--- config.mk ---
export PLATFORM = sky130hd
export DESIGN_NAME = pwm_compare_out
export DESIGN_NICKNAME = d
export VERILOG_FILES = /design/src/rtl/pwm_pkg.sv /design/src/rtl/pwm_counter.sv /design/src/rtl/pwm_cmp_buf.sv /design/src/rtl/pwm_wave.sv /design/src/rtl/pwm_compare_out.sv
export SDC_FILE = /design/constraint.sdc
export NUM_CORES = 1
export LEC_CHECK = 0
export CAP_MARGIN = 20
export CORE_UTILIZATION = 65
export CTS_BUF_LIST = sky130_fd_sc_hd__clkbuf_4
export DETAILED_ROUTE_END_ITERATION = 7
export DONT_BUFFER_PORTS = 1
export PLACE_DENSITY_LB_ADDON = 0.2
export SYNTH_ARGS = -nofsm -noshare
export SYNTH_HDL_FRONTEND = slang
export SYNTH_SLANG_ARGS = --single-unit
--- constraint.sdc ---
create_clock -name clk -period 2.7 [get_ports clk]
set_input_delay 0.27 -clock clk [delete_from_list [all_inputs] [get_ports clk]]
set_output_delay 0.27 -clock clk [all_outputs]
set_load 0.01 [all_outputs]
--- src/rtl/pwm_pkg.sv ---
package pwm_pkg;

  typedef enum logic {
    PWM_SINGLE = 1'b0,
    PWM_DUAL   = 1'b1
  } pwm_mode_e;

  // upper bit of the action field attaches the waveform to the pin
  function automatic logic drives_pin(input logic [1:0] act);
    return act[1];
  endfunction

  // level applied on a compare match for the given slope direction
  function automatic logic match_level(input logic [1:0] act, input logic going_down);
    return going_down ? ~act[0] : act[0];
  endfunction

  // level applied at the slope end point (BOTTOM or TOP special case)
  function automatic logic end_level(input logic [1:0] act);
    return ~act[0];
  endfunction

endpackage

--- src/rtl/pwm_counter.sv ---
module pwm_counter
  import pwm_pkg::*;
#(
  parameter int W = 8
) (
  input  logic         clk,
  input  logic         rst_n,
  input  logic         tick,
  input  pwm_mode_e    mode,
  output logic [W-1:0] cnt,
  output logic         down,
  output logic         at_top,
  output logic         at_bottom
);

  localparam logic [W-1:0] TOP    = {W{1'b1}};
  localparam logic [W-1:0] BOTTOM = '0;
  localparam logic [W-1:0] ONE    = {{(W-1){1'b0}}, 1'b1};

  typedef struct packed {
    logic [W-1:0] value;
    logic         dn;
  } step_t;

  function automatic step_t next_step(input pwm_mode_e m, input logic [W-1:0] c,
                                      input logic d);
    step_t s;
    if (m == PWM_SINGLE) begin
      s.value = c + ONE;
      s.dn    = 1'b0;
    end else if (!d) begin
      s.dn    = (c == TOP);
      s.value = (c == TOP) ? c - ONE : c + ONE;
    end else begin
      s.dn    = (c != BOTTOM);
      s.value = (c == BOTTOM) ? c + ONE : c - ONE;
    end
    return s;
  endfunction

  step_t nxt;
  assign nxt       = next_step(mode, cnt, down);
  assign at_top    = (cnt == TOP);
  assign at_bottom = (cnt == BOTTOM);

  always_ff @(posedge clk) begin
    if (!rst_n) begin
      cnt  <= '0;
      down <= 1'b0;
    end else if (tick) begin
      cnt  <= nxt.value;
      down <= nxt.dn;
    end
  end

  assert_hold_no_tick_R2: assert property (@(posedge clk) disable iff (!rst_n)
    !tick |=> ($stable(cnt) && $stable(down)));

  assert_single_wrap_R3: assert property (@(posedge clk) disable iff (!rst_n)
    (tick && mode == PWM_SINGLE && at_top) |=> (at_bottom && !down));

  assert_dual_turn_top_R4: assert property (@(posedge clk) disable iff (!rst_n)
    (tick && mode == PWM_DUAL && at_top && !down) |=> (down && cnt == TOP - ONE));

  assert_dual_turn_bottom_R4: assert property (@(posedge clk) disable iff (!rst_n)
    (tick && mode == PWM_DUAL && at_bottom && down) |=> (!down && cnt == ONE));

endmodule

--- src/rtl/pwm_cmp_buf.sv ---
module pwm_cmp_buf #(
  parameter int W = 8
) (
  input  logic         clk,
  input  logic         rst_n,
  input  logic         load,
  input  logic [W-1:0] cmp_in,
  output logic [W-1:0] cmp_act,
  output logic         cmp_is_top
);

  localparam logic [W-1:0] TOP = {W{1'b1}};

  always_ff @(posedge clk) begin
    if (!rst_n)    cmp_act <= '0;
    else if (load) cmp_act <= cmp_in;
  end

  assign cmp_is_top = (cmp_act == TOP);

  assert_buffer_hold_R10: assert property (@(posedge clk) disable iff (!rst_n)
    !load |=> $stable(cmp_act));

  assert_buffer_take_R10: assert property (@(posedge clk) disable iff (!rst_n)
    load |=> (cmp_act == $past(cmp_in)));

endmodule

--- src/rtl/pwm_wave.sv ---
module pwm_wave
  import pwm_pkg::*;
#(
  parameter int W = 8
) (
  input  logic         clk,
  input  logic         rst_n,
  input  logic         tick,
  input  pwm_mode_e    mode,
  input  logic [1:0]   act,
  input  logic [W-1:0] cnt,
  input  logic         down,
  input  logic         at_top,
  input  logic         at_bottom,
  input  logic [W-1:0] cmp_act,
  input  logic         cmp_is_top,
  output logic         wave,
  output logic         cmp_hit,
  output logic         end_event
);

  logic attached;
  logic wave_nxt;

  assign attached = drives_pin(act);
  // a compare value at TOP never produces a match
  assign cmp_hit  = (cnt == cmp_act) && !cmp_is_top;
  // end-point event: BOTTOM in single-slope, TOP (special case only) in dual-slope
  assign end_event = (mode == PWM_SINGLE) ? at_bottom : (cmp_is_top && at_top && !down);

  always_comb begin
    wave_nxt = wave;
    if (cmp_hit) begin
      wave_nxt = (mode == PWM_SINGLE) ? act[0] : match_level(act, down);
    end else if (end_event) begin
      wave_nxt = end_level(act);
    end
  end

  always_ff @(posedge clk) begin
    if (!rst_n)                 wave <= 1'b0;
    else if (tick && attached)  wave <= wave_nxt;
  end

  assert_detached_hold_R5: assert property (@(posedge clk) disable iff (!rst_n)
    !act[1] |=> $stable(wave));

  assert_wave_hold_no_tick_R2: assert property (@(posedge clk) disable iff (!rst_n)
    !tick |=> $stable(wave));

  assert_top_match_ignored_R9: assert property (@(posedge clk) disable iff (!rst_n)
    (tick && act[1] && mode == PWM_SINGLE && cmp_is_top && !at_bottom) |=> $stable(wave));

  assert_single_match_R6: assert property (@(posedge clk) disable iff (!rst_n)
    (tick && act == 2'b10 && mode == PWM_SINGLE && cnt == cmp_act && !cmp_is_top) |=> !wave);

  assert_single_match_R7: assert property (@(posedge clk) disable iff (!rst_n)
    (tick && act == 2'b11 && mode == PWM_SINGLE && cnt == cmp_act && !cmp_is_top) |=> wave);

  assert_dual_down_match_R8: assert property (@(posedge clk) disable iff (!rst_n)
    (tick && act[1] && mode == PWM_DUAL && down && cnt == cmp_act && !cmp_is_top)
      |=> (wave == ~$past(act[0])));

endmodule

--- src/rtl/pwm_compare_out.sv ---
module pwm_compare_out
  import pwm_pkg::*;
#(
  parameter int W = 8
) (
  input  logic         clk,
  input  logic         rst_n,
  input  logic         tick,
  input  logic         mode_sel,
  input  logic [1:0]   com_mode,
  input  logic [W-1:0] cmp_value,
  output logic         wave_out,
  output logic         pin_override,
  output logic [W-1:0] count_out,
  output logic         count_down
);

  pwm_mode_e    mode;
  logic [W-1:0] cnt;
  logic         down;
  logic         at_top;
  logic         at_bottom;
  logic         load_cmp;
  logic [W-1:0] cmp_act;
  logic         cmp_is_top;
  logic         cmp_hit;
  logic         end_event;

  assign mode     = pwm_mode_e'(mode_sel);
  assign load_cmp = tick && at_top;

  pwm_counter #(.W(W)) u_counter (
    .clk       (clk),
    .rst_n     (rst_n),
    .tick      (tick),
    .mode      (mode),
    .cnt       (cnt),
    .down      (down),
    .at_top    (at_top),
    .at_bottom (at_bottom)
  );

  pwm_cmp_buf #(.W(W)) u_cmp_buf (
    .clk        (clk),
    .rst_n      (rst_n),
    .load       (load_cmp),
    .cmp_in     (cmp_value),
    .cmp_act    (cmp_act),
    .cmp_is_top (cmp_is_top)
  );

  pwm_wave #(.W(W)) u_wave (
    .clk        (clk),
    .rst_n      (rst_n),
    .tick       (tick),
    .mode       (mode),
    .act        (com_mode),
    .cnt        (cnt),
    .down       (down),
    .at_top     (at_top),
    .at_bottom  (at_bottom),
    .cmp_act    (cmp_act),
    .cmp_is_top (cmp_is_top),
    .wave       (wave_out),
    .cmp_hit    (cmp_hit),
    .end_event  (end_event)
  );

  assign pin_override = drives_pin(com_mode);
  assign count_out    = cnt;
  assign count_down   = down;

  assert_override_follows_R5: assert property (@(posedge clk) disable iff (!rst_n)
    pin_override == com_mode[1]);

  assert_no_hit_at_top_R9: assert property (@(posedge clk) disable iff (!rst_n)
    cmp_is_top |-> !cmp_hit);

  assert_single_flag_low_R3: assert property (@(posedge clk) disable iff (!rst_n)
    (tick && mode == PWM_SINGLE) |=> !count_down);

endmodule

# [After elaboration in Yosys (flattened, before gate mapping)]
# Index checks and enable logic that the tools add are counted.
[totals] rom_bits=0 latch_bits=0 regBits=18 ram_bits=0 n_memories=0 wordCells=30
[op_classes] n_eq_ne=3 shift=0 div_mod_pow=0 n_mul=0 order_cmp=0 n_bitwise=1 reduce_logical=11 n_addsub=2 n_mux=9
[ops] cell="9-bit 2-to-1 mux" count=2
[ops] cell="8-bit == test, second input constant" count=2
[ops] cell="8-bit 2-to-1 mux" count=2
[ops] cell="8-bit by 1-bit adder with 8-bit output, second input constant" count=1
[ops] cell="8-bit == test" count=1
[ops] cell="8-bit zero test" count=1
[ops] cell="8-bit nonzero test" count=1
[ops] cell="8-bit by 1-bit subtractor with 8-bit output, second input constant" count=1
[ops] cell="1-bit logical AND" count=5
[ops] cell="1-bit 2-to-1 mux" count=5
[ops] cell="1-bit zero test" count=2
[ops] cell="2-bit AND reduction" count=1
[ops] cell="2-bit nonzero test" count=1
[ops] cell="1-bit NOT" count=1

# [Depth between registers and ports, before layout]
# Gate-level depths: netlist (run 1).
[depth] ltp_word=6 depth_mapped=7 depth_no_buf=7

# [Cells and area by module]
# A second synthesis (run 1) with hierarchy kept.
[hier_totals] cells_unflattened=133 hier_area_um2=1208.7
[modules_own_cells] module="pwm_counter" n_inst=1 area_each_um2=683.2 cells_per_inst=79
[modules_own_cells] module="pwm_cmp_buf" n_inst=1 area_each_um2=317.8 cells_per_inst=28
[modules_own_cells] module="pwm_wave" n_inst=1 area_each_um2=193.9 cells_per_inst=24
[modules_own_cells] module="pwm_compare_out" n_inst=1 area_each_um2=13.8 cells_per_inst=2

# [Worst setup path after synthesis (run 1)]
# Ideal clock, no wire load.
[synth_path] path_kind="reg2reg" startpoint="register u_counter.cnt[0]" endpoint="register u_counter.cnt[2]" setup_slack_ns=0.689 arrival_time_ns=1.939 setup_time_ns=0.072 synth_period_minus_slack_ns=2.011 required_time_ns=2.628 path_buffers=0 stages_incl_launch_ff=8 cell_sequence="dfxtp_1 -> inv_1 -> ha_1 -> or4b_4 -> o21a_4 -> a21oi_4 -> mux2i_1 -> mux2i_1"
[synth_between] elab_chain_cells=4
[synth_rtl] element="start: declaration" line_no="pwm_counter.sv:10" rtl="output logic [W-1:0] cnt,"
[synth_rtl] element="start signal: assignment" line_no="pwm_counter.sv:51" rtl="cnt <= nxt.value;"
[synth_rtl] element="8-bit by 1-bit adder with 8-bit output, or another cell as far along" line_no="pwm_counter.sv:29, pwm_counter.sv:33, pwm_counter.sv:36"
[synth_rtl] element="8-bit 2-to-1 mux, on equally long branches" line_no="pwm_counter.sv:33, pwm_counter.sv:36"
[synth_rtl] element="9-bit 2-to-1 mux" line_no="pwm_counter.sv:31" rtl="end else if (!d) begin"
[synth_rtl] element="9-bit 2-to-1 mux (*)" line_no="pwm_counter.sv:28" rtl="if (m == PWM_SINGLE) begin"
# Mark *: on every way between the ends. The rest lies on a longest branch, timed or not.
# A chain may end at the register's enable or synchronous reset.

# [Worst setup path after layout (run 1)]
[layout_path] startpoint="register u_counter.cnt[0]" endpoint="register u_counter.cnt[3]"
# Same word-level chain as after synthesis.

==> results by group, run 1 <==
Run status
  – Outcome: complete, no violations

Clock tree
  – H-tree level count: 1
  – Post_cts resized: 0
  – Clk_lat worst skew: 290 ps
  – Num CTS Buffers: 3
  – Cts hold-fix bufs: 0
  – Post-CTS Setup Bufs: 0
  – Maximum root-to-sink buffer count: 2
  – TritonCTS clock tree: yes
  – TritonCTS Sinks: 18
  – CTS Root Cell: clkbuf_4
  – Worst-path clk slew: around 100 ps

Final layout
  – Ratio of cells with drive above 1 in the final layout: 5.76%
  – Area occupied by multi-input gates: roughly 760 um2
  – Commonest non-fill, non-tap cell in the layout: nand2_1
  – Final non-filler cell total: 164
  – Reg area: 360 um2
  – Commonest cells after routing, fill and taps aside: nand2_1 (21), dfxtp_1 (18), nand3_1 (12), mux2i_1 (12)
  – Area Growth Syn to Fin: 0.845%
  – Final Net Count: 157
  – Fillers: 142
  – Antenna diodes: 0

Floorplanning
  – I/O Pins: 25
  – Core area: 1710 um2
  – Die area: around 2000 um2
  – Initial Util: 69.4%
  – Chip height: 44.7 um
  – Die Wd: 44.7 um
  – Core Rows: 15

Global routing
  – GRT met3 Usage: 4.40%
  – Global-route wire length before repair: 3.58 mm
  – Gr usage total: 24.0%
  – Largest net degree at the start of global routing: 26
  – Met2 usage: between 40% and 50%
  – Busiest grt layer: met2
  – Met1 Usage GRT: around 29%
  – Initial antenna violation count: 0
  – Total gr overflow: 0
  – Vias in the first global route: 844

Yosys
  – Syn avg cell area: 8.17 um2
  – Syn Inst Count: 145
  – Yosys warnings: 0
  – Sequential fraction of the synthesis area: 30.4%
  – Mapped Area: 1180 um2
  – Post-synth cell types: 33
  – Synthesized Nets: 162
  – Synth Register Bits: 18

Route
  – Final ANT Viol Nets: 0
  – Vias per inst: 5.95
  – DR WL/cell: 13.8 um
  – Initial detailed-routing violation count: 16
  – DRC viols: 0
  – Pre-antenna DRT Iters: 4
  – Vias: 975
  – Final WL: 2.26 mm

Power
  – Power per cell area: 398 nW/um2
  – Seq pwr share: 59.1%
  – Combinational Power Share: 11.9%
  – Internal power: roughly 350 uW
  – Switching Share: 25.4%
  – Clock group share of total power: 29.0%
  – Net Sw Power: around 120 uW
  – Max IR drop VDD: 0.000281 V
  – Leakage: roughly 0.00045 uW

Timing
  – Slew margin rel.: 72.9%
  – Worst Hold Slack: between 50 and 60 ps
  – Fin. max-slew vios: 0
  – Final hold viol count: 0
  – Period minus WS final: 2220 ps
  – Final period utilization: 82.2%
  – Clock skew: ~2.3 ps
  – RSZ-0062 raised after global routing: false
  – Worst-Margin Slew: between 400 and 500 ps
  – Fmax: ~450 MHz
  – Final setup viols: 0
  – Setup_tns: 0 ps

Worst setup path
  – R2R cell count: 7
  – Critical Path Max Stage Delay: 470 ps
  – Critical path arrival: 2440 ps
  – CP Launch Type: flip-flop
  – Worst setup EP type: flip-flop
  – CP max-delay cell: or4b_4
  – RR Endpoint: u_counter.cnt[3]
  – Reg2Reg Launch Point: u_counter.cnt[0]
  – CP most frequent cell: mux2i_1
  – Flop-to-flop setup slack: 480 ps
  – CP Max Fanout: 8
  – Worst Setup EP: u_counter.cnt[3]
  – WP data required: 2920 ps
  – Critical path class: reg2reg
  – Cells along the critical path: inv_1 > ha_1 > or4b_4 > o21a_4 > a21oi_4 > mux2i_1 > mux2i_1
  – CP Launch Point: u_counter.cnt[0]

Worst hold path
  – HP Class: in2reg

Run
  – Max capacitance violation total: 0

Placed design
  – HPWL after DPL: 1.66 mm
  – Gpl congestion: 0.833
  – IO buf count: 0
  – DP Cell Count: 160
cells in the mapped netlist:
library cell   n  share of area [%]
o31a_1         1               0.74
buf_4          1               0.63
xor2_1         2                1.5
buf_2          2               0.84
nor4_1         1               0.53
nand4_1        6                3.2
a21oi_4        1                1.4
nor2_1         5                1.6
a21bo_2        1               0.84
and2_1         3                1.6
clkbuf_1       7                2.2
a41oi_1        1               0.74
a31oi_1        1               0.53
xnor2_1        9                6.7
a21oi_1        3                1.3
dfxtp_1       18                 30
mux2i_1       12                 10
buf_6          1               0.95
nand3_1       12                5.1
nand2_1       21                6.7
or3_1          3                1.6
o21a_4         1                1.3
and3_1         2                1.1
nor3_1         3                1.3
inv_1          3               0.95
nand2b_1       5                2.6
nor2b_1        2                1.1
nor3b_1        1               0.63
o21ai_0        2               0.84
or4b_4         1                1.2
a21boi_0       9                5.7
ha_1           3                3.2
nand3b_1       2                1.3
critical path: cells and delay by family, from the launching register on:
| family | cells | cell delay (ps) |
|---|---|---|
| compound gates | 2 | 520 |
| simple gates | 1 | 470 |
| flops | 1 | 420 |
| fa+ha+maj | 1 | 150 |
| buf+inv | 1 | 120 |
| mux | 2 | 480 |
flip-flops by register name, summed over array words and instances, names as in the netlist:
name               flops
u_wave.wave            1
u_counter.down         1
u_counter.cnt          8
u_cmp_buf.cmp_act      8
metrics by stage:
stage / setup slack [ps] / total power [uW] / cell area [um2] / util, %
after floorplan: 689 / 342 / 1180 / -
after global placement: 535 / 343 / 1170 / 68.4
after detailed placement: 509 / 344 / 1170 / 68.4
after CTS: 481 / 479 / 1190 / 70.0
after global routing: 334 / 496 / 1190 / 70.0
final: 482 / 476 / 1190 / 70.0
power by group through the flow:
stage / Combinational, uW / Sequential [uW] / Clock [uW]
2_1_floorplan: 57.5 / 285 / 0
3_3_place_gp: 56.0 / 287 / 0
3_5_place_dp: 56.5 / 287 / 0
4_1_cts: 56.9 / 281 / 141
5_1_grt: 61.9 / 283 / 151
6_report: 56.4 / 281 / 138
final cells by class:
class                   instances  area share [%]
well taps                      25            2.62
repair buffers                  1           0.628
flip-flops and latches         18            30.2
clock inverters                 1           0.314
multi-input cells             113            63.5
inverters                       3           0.942
clock buffers                   3            1.88
kinds of logic (layout without fill, tap and decap cells):
family | after synthesis | after routing | synth area share, %
XOR/XNOR | 11 | 11 | 8.13
buffers and inverters | 14 | 8 | 5.60
adder cells (fa/ha/maj) | 3 | 3 | 3.17
multiplexers | 12 | 12 | 10.1
AO/OA/AOI/OAI | 20 | 20 | 13.3
flip-flops | 18 | 18 | 30.4
AND/OR/NAND/NOR | 67 | 67 | 29.3
per-layer routing:
metal / up-vias / wire length, um
li1: 498 / -
met1: 444 / 981
met2: 29 / 1150
met3: 4 / 99
met4: 0 / 26
met5: - / 0
worst min path at each step:
stage | startpoint | slack, ps | cells after the start | to
after global routing | tick | 50 | 1 | u_counter.cnt[1]
after global placement | tick | 370 | 1 | u_counter.cnt[1]
after floorplan | rst_n | 420 | 2 | u_counter.cnt[7]
after detailed placement | tick | 370 | 1 | u_counter.cnt[1]
final | tick | 60 | 1 | u_counter.cnt[1]
after CTS | tick | 50 | 1 | u_counter.cnt[1]
Note: power is estimated with default switching activity, not from simulation.
==> inputs of run 2 (changes only) <==
- clock period: 2.7 -> 2.3 ns (I/O delays scaled with it)
==> run 2 against run 1 <==
  * Count of clock-buffer cells in the layout is the same
  * Setup slack lost 260 ps
  * Die area is the same
  * Critical path depth unchanged
  * Non-clock buffer count rose by 8
  * Critical path type unchanged
  * Highest routed layer unchanged
==> results by group, run 2 (synthesized netlist as in run 1, its figures left out) <==
Route
  – Vias: around 1000
  – Pre-antenna DRT Iters: 4
  – DRC viols: 0
  – Final ANT Viol Nets: 0
  – Initial detailed-routing violation count: 41
  – DR WL/cell: 14.7 um
  – Vias per inst: 6.05
  – Final WL: 2.53 mm

Worst setup path
  – RR Endpoint: u_counter.cnt[7]
  – CP Launch Point: u_counter.cnt[0]
  – Crit path max-delay family: compound AO/OA/AOI/OAI gates
  – Critical path arrival: 2310 ps
  – Worst setup EP type: flip-flop
  – R2R cell count: 7
  – Flop-to-flop setup slack: 220 ps
  – CP Depth: 7
  – WP buf/inv: 1
  – Worst Setup EP: u_counter.cnt[7]
  – Cells along the critical path: inv_1 > ha_1 > or4b_4 > o21a_4 > a21oi_4 > mux2i_1 > mux2i_1
  – CP Launch Type: flip-flop
  – CP max-delay cell: or4b_4
  – WP data required: 2530 ps
  – CP most frequent cell: mux2i_1
  – Reg2Reg Launch Point: u_counter.cnt[0]
  – Critical Path Max Stage Delay: ~470 ps
  – CP Max Fanout: 8
  – Critical path class: reg2reg

Clock tree
  – Num CTS Buffers: 3
  – TritonCTS Sinks: 18
  – TritonCTS clock tree: yes
  – Post-CTS Setup Bufs: 0
  – H-tree level count: 1
  – Cts hold-fix bufs: 0
  – Maximum root-to-sink buffer count: 2
  – CTS Root Cell: clkbuf_4
  – Post_cts resized: 0
  – Clk_lat worst skew: approximately 300 ps
  – Worst-path clk slew: 110 ps

Floorplanning
  – Die area: 2000 um2
  – Initial Util: a little over two thirds
  – Core Rows: 15
  – I/O Pins: 25
  – Die Wd: 44.7 um
  – Core area: 1710 um2
  – Chip height: about 45 um

Final layout
  – Final Net Count: 165
  – Final Core Density: 73.6%
  – Antenna diodes: 0
  – Ratio of cells with drive above 1 in the final layout: 10.2%
  – Area Growth Syn to Fin: 6.12%
  – Commonest cells after routing, fill and taps aside: nand2_1 (21), dfxtp_1 (18), nand3_1 (12), mux2i_1 (12)
  – Fin area: ~1300 um2
  – Regs by FF count: u_cmp_buf.cmp_act x8, u_counter.cnt x8
  – Commonest non-fill, non-tap cell in the layout: nand2_1

Power
  – Total power: 571 uW
  – Max IR drop VDD: 0.000504 V
  – Power per cell area: 454 nW/um2
  – Leakage: around 0.0005 uW

Timing
  – Final setup viols: 0
  – Final hold viol count: 0
  – Fmax: 481 MHz
  – Final worst slack: 222 ps
  – Setup_tns: 0 ps
  – Period minus WS final: 2080 ps
  – Slew margin rel.: 77.6%
  – Worst-Margin Slew: 336 ps
  – RSZ-0062 raised after global routing: false
  – Fin. max-slew vios: 0
  – Final period utilization: 90.4%
  – Clock skew: 12.5 ps

Global routing
  – Global-route wire length before repair: around 4.1 mm
  – Vias in the first global route: 908
  – Largest net degree at the start of global routing: 26
  – Total gr overflow: 0
  – Gr usage total: 27.9%
  – Initial antenna violation count: 0

Placed design
  – Gpl congestion: between 0.8 and 0.9
  – HPWL after DPL: 1.87 mm
  – Pre-CTS setup slack: 256 ps
  – IO buf count: 0
  – Placement Cell Area: 1220 um2

Run
  – Max capacitance violation total: 0

Run status
  – Outcome: complete, no violations

Worst hold path
  – HP Class: in2reg
-- run 2: how the worst min path moves through the flow --
stage / endpoint / cells after the start / from
finish: u_counter.cnt[6] / 1 / rst_n
global placement: u_counter.cnt[1] / 1 / tick
floorplan: u_counter.cnt[7] / 2 / rst_n
CTS: u_counter.cnt[1] / 1 / tick
global route: u_counter.cnt[0] / 1 / rst_n
detailed placement: u_counter.cnt[1] / 1 / tick
-- run 2: metal layers --
layer	part of all wire, %	vias to the layer above	wire (um)	global-route usage [%]
li1	-	505	-	-
met1	41	491	1030	35.0
met2	52	41	1320	48.8
met3	5.7	4	144	4.40
met4	1.2	0	30	9.09
met5	0	-	0	0
-- run 2: cell type report --
type,instances,area [um2]
inverter,3,11.3
tap,25,31.3
sequential,18,360
clock inverter,1,3.75
timing repair buffer,9,70.1
clock buffer,3,22.5
fill,138,450
multi-input combinational,113,758
-- run 2: per-stage QoR --
stage	hold slack, ps	cells
after CTS	7.84	171
final	48.7	172
after floorplan	382	145
after detailed placement	330	167
after global placement	322	167
after global routing	39.1	172
-- run 2: where the power goes --
| part | total [uW] | switching, uW | internal (uW) | leakage, uW |
|---|---|---|---|---|
| combinational | 85.1 | 43.2 | 41.9 | 0.000330 |
| clock | 164 | 101 | 63.2 | 0.0000154 |
| sequential | 322 | 4.67 | 317 | 0.000146 |
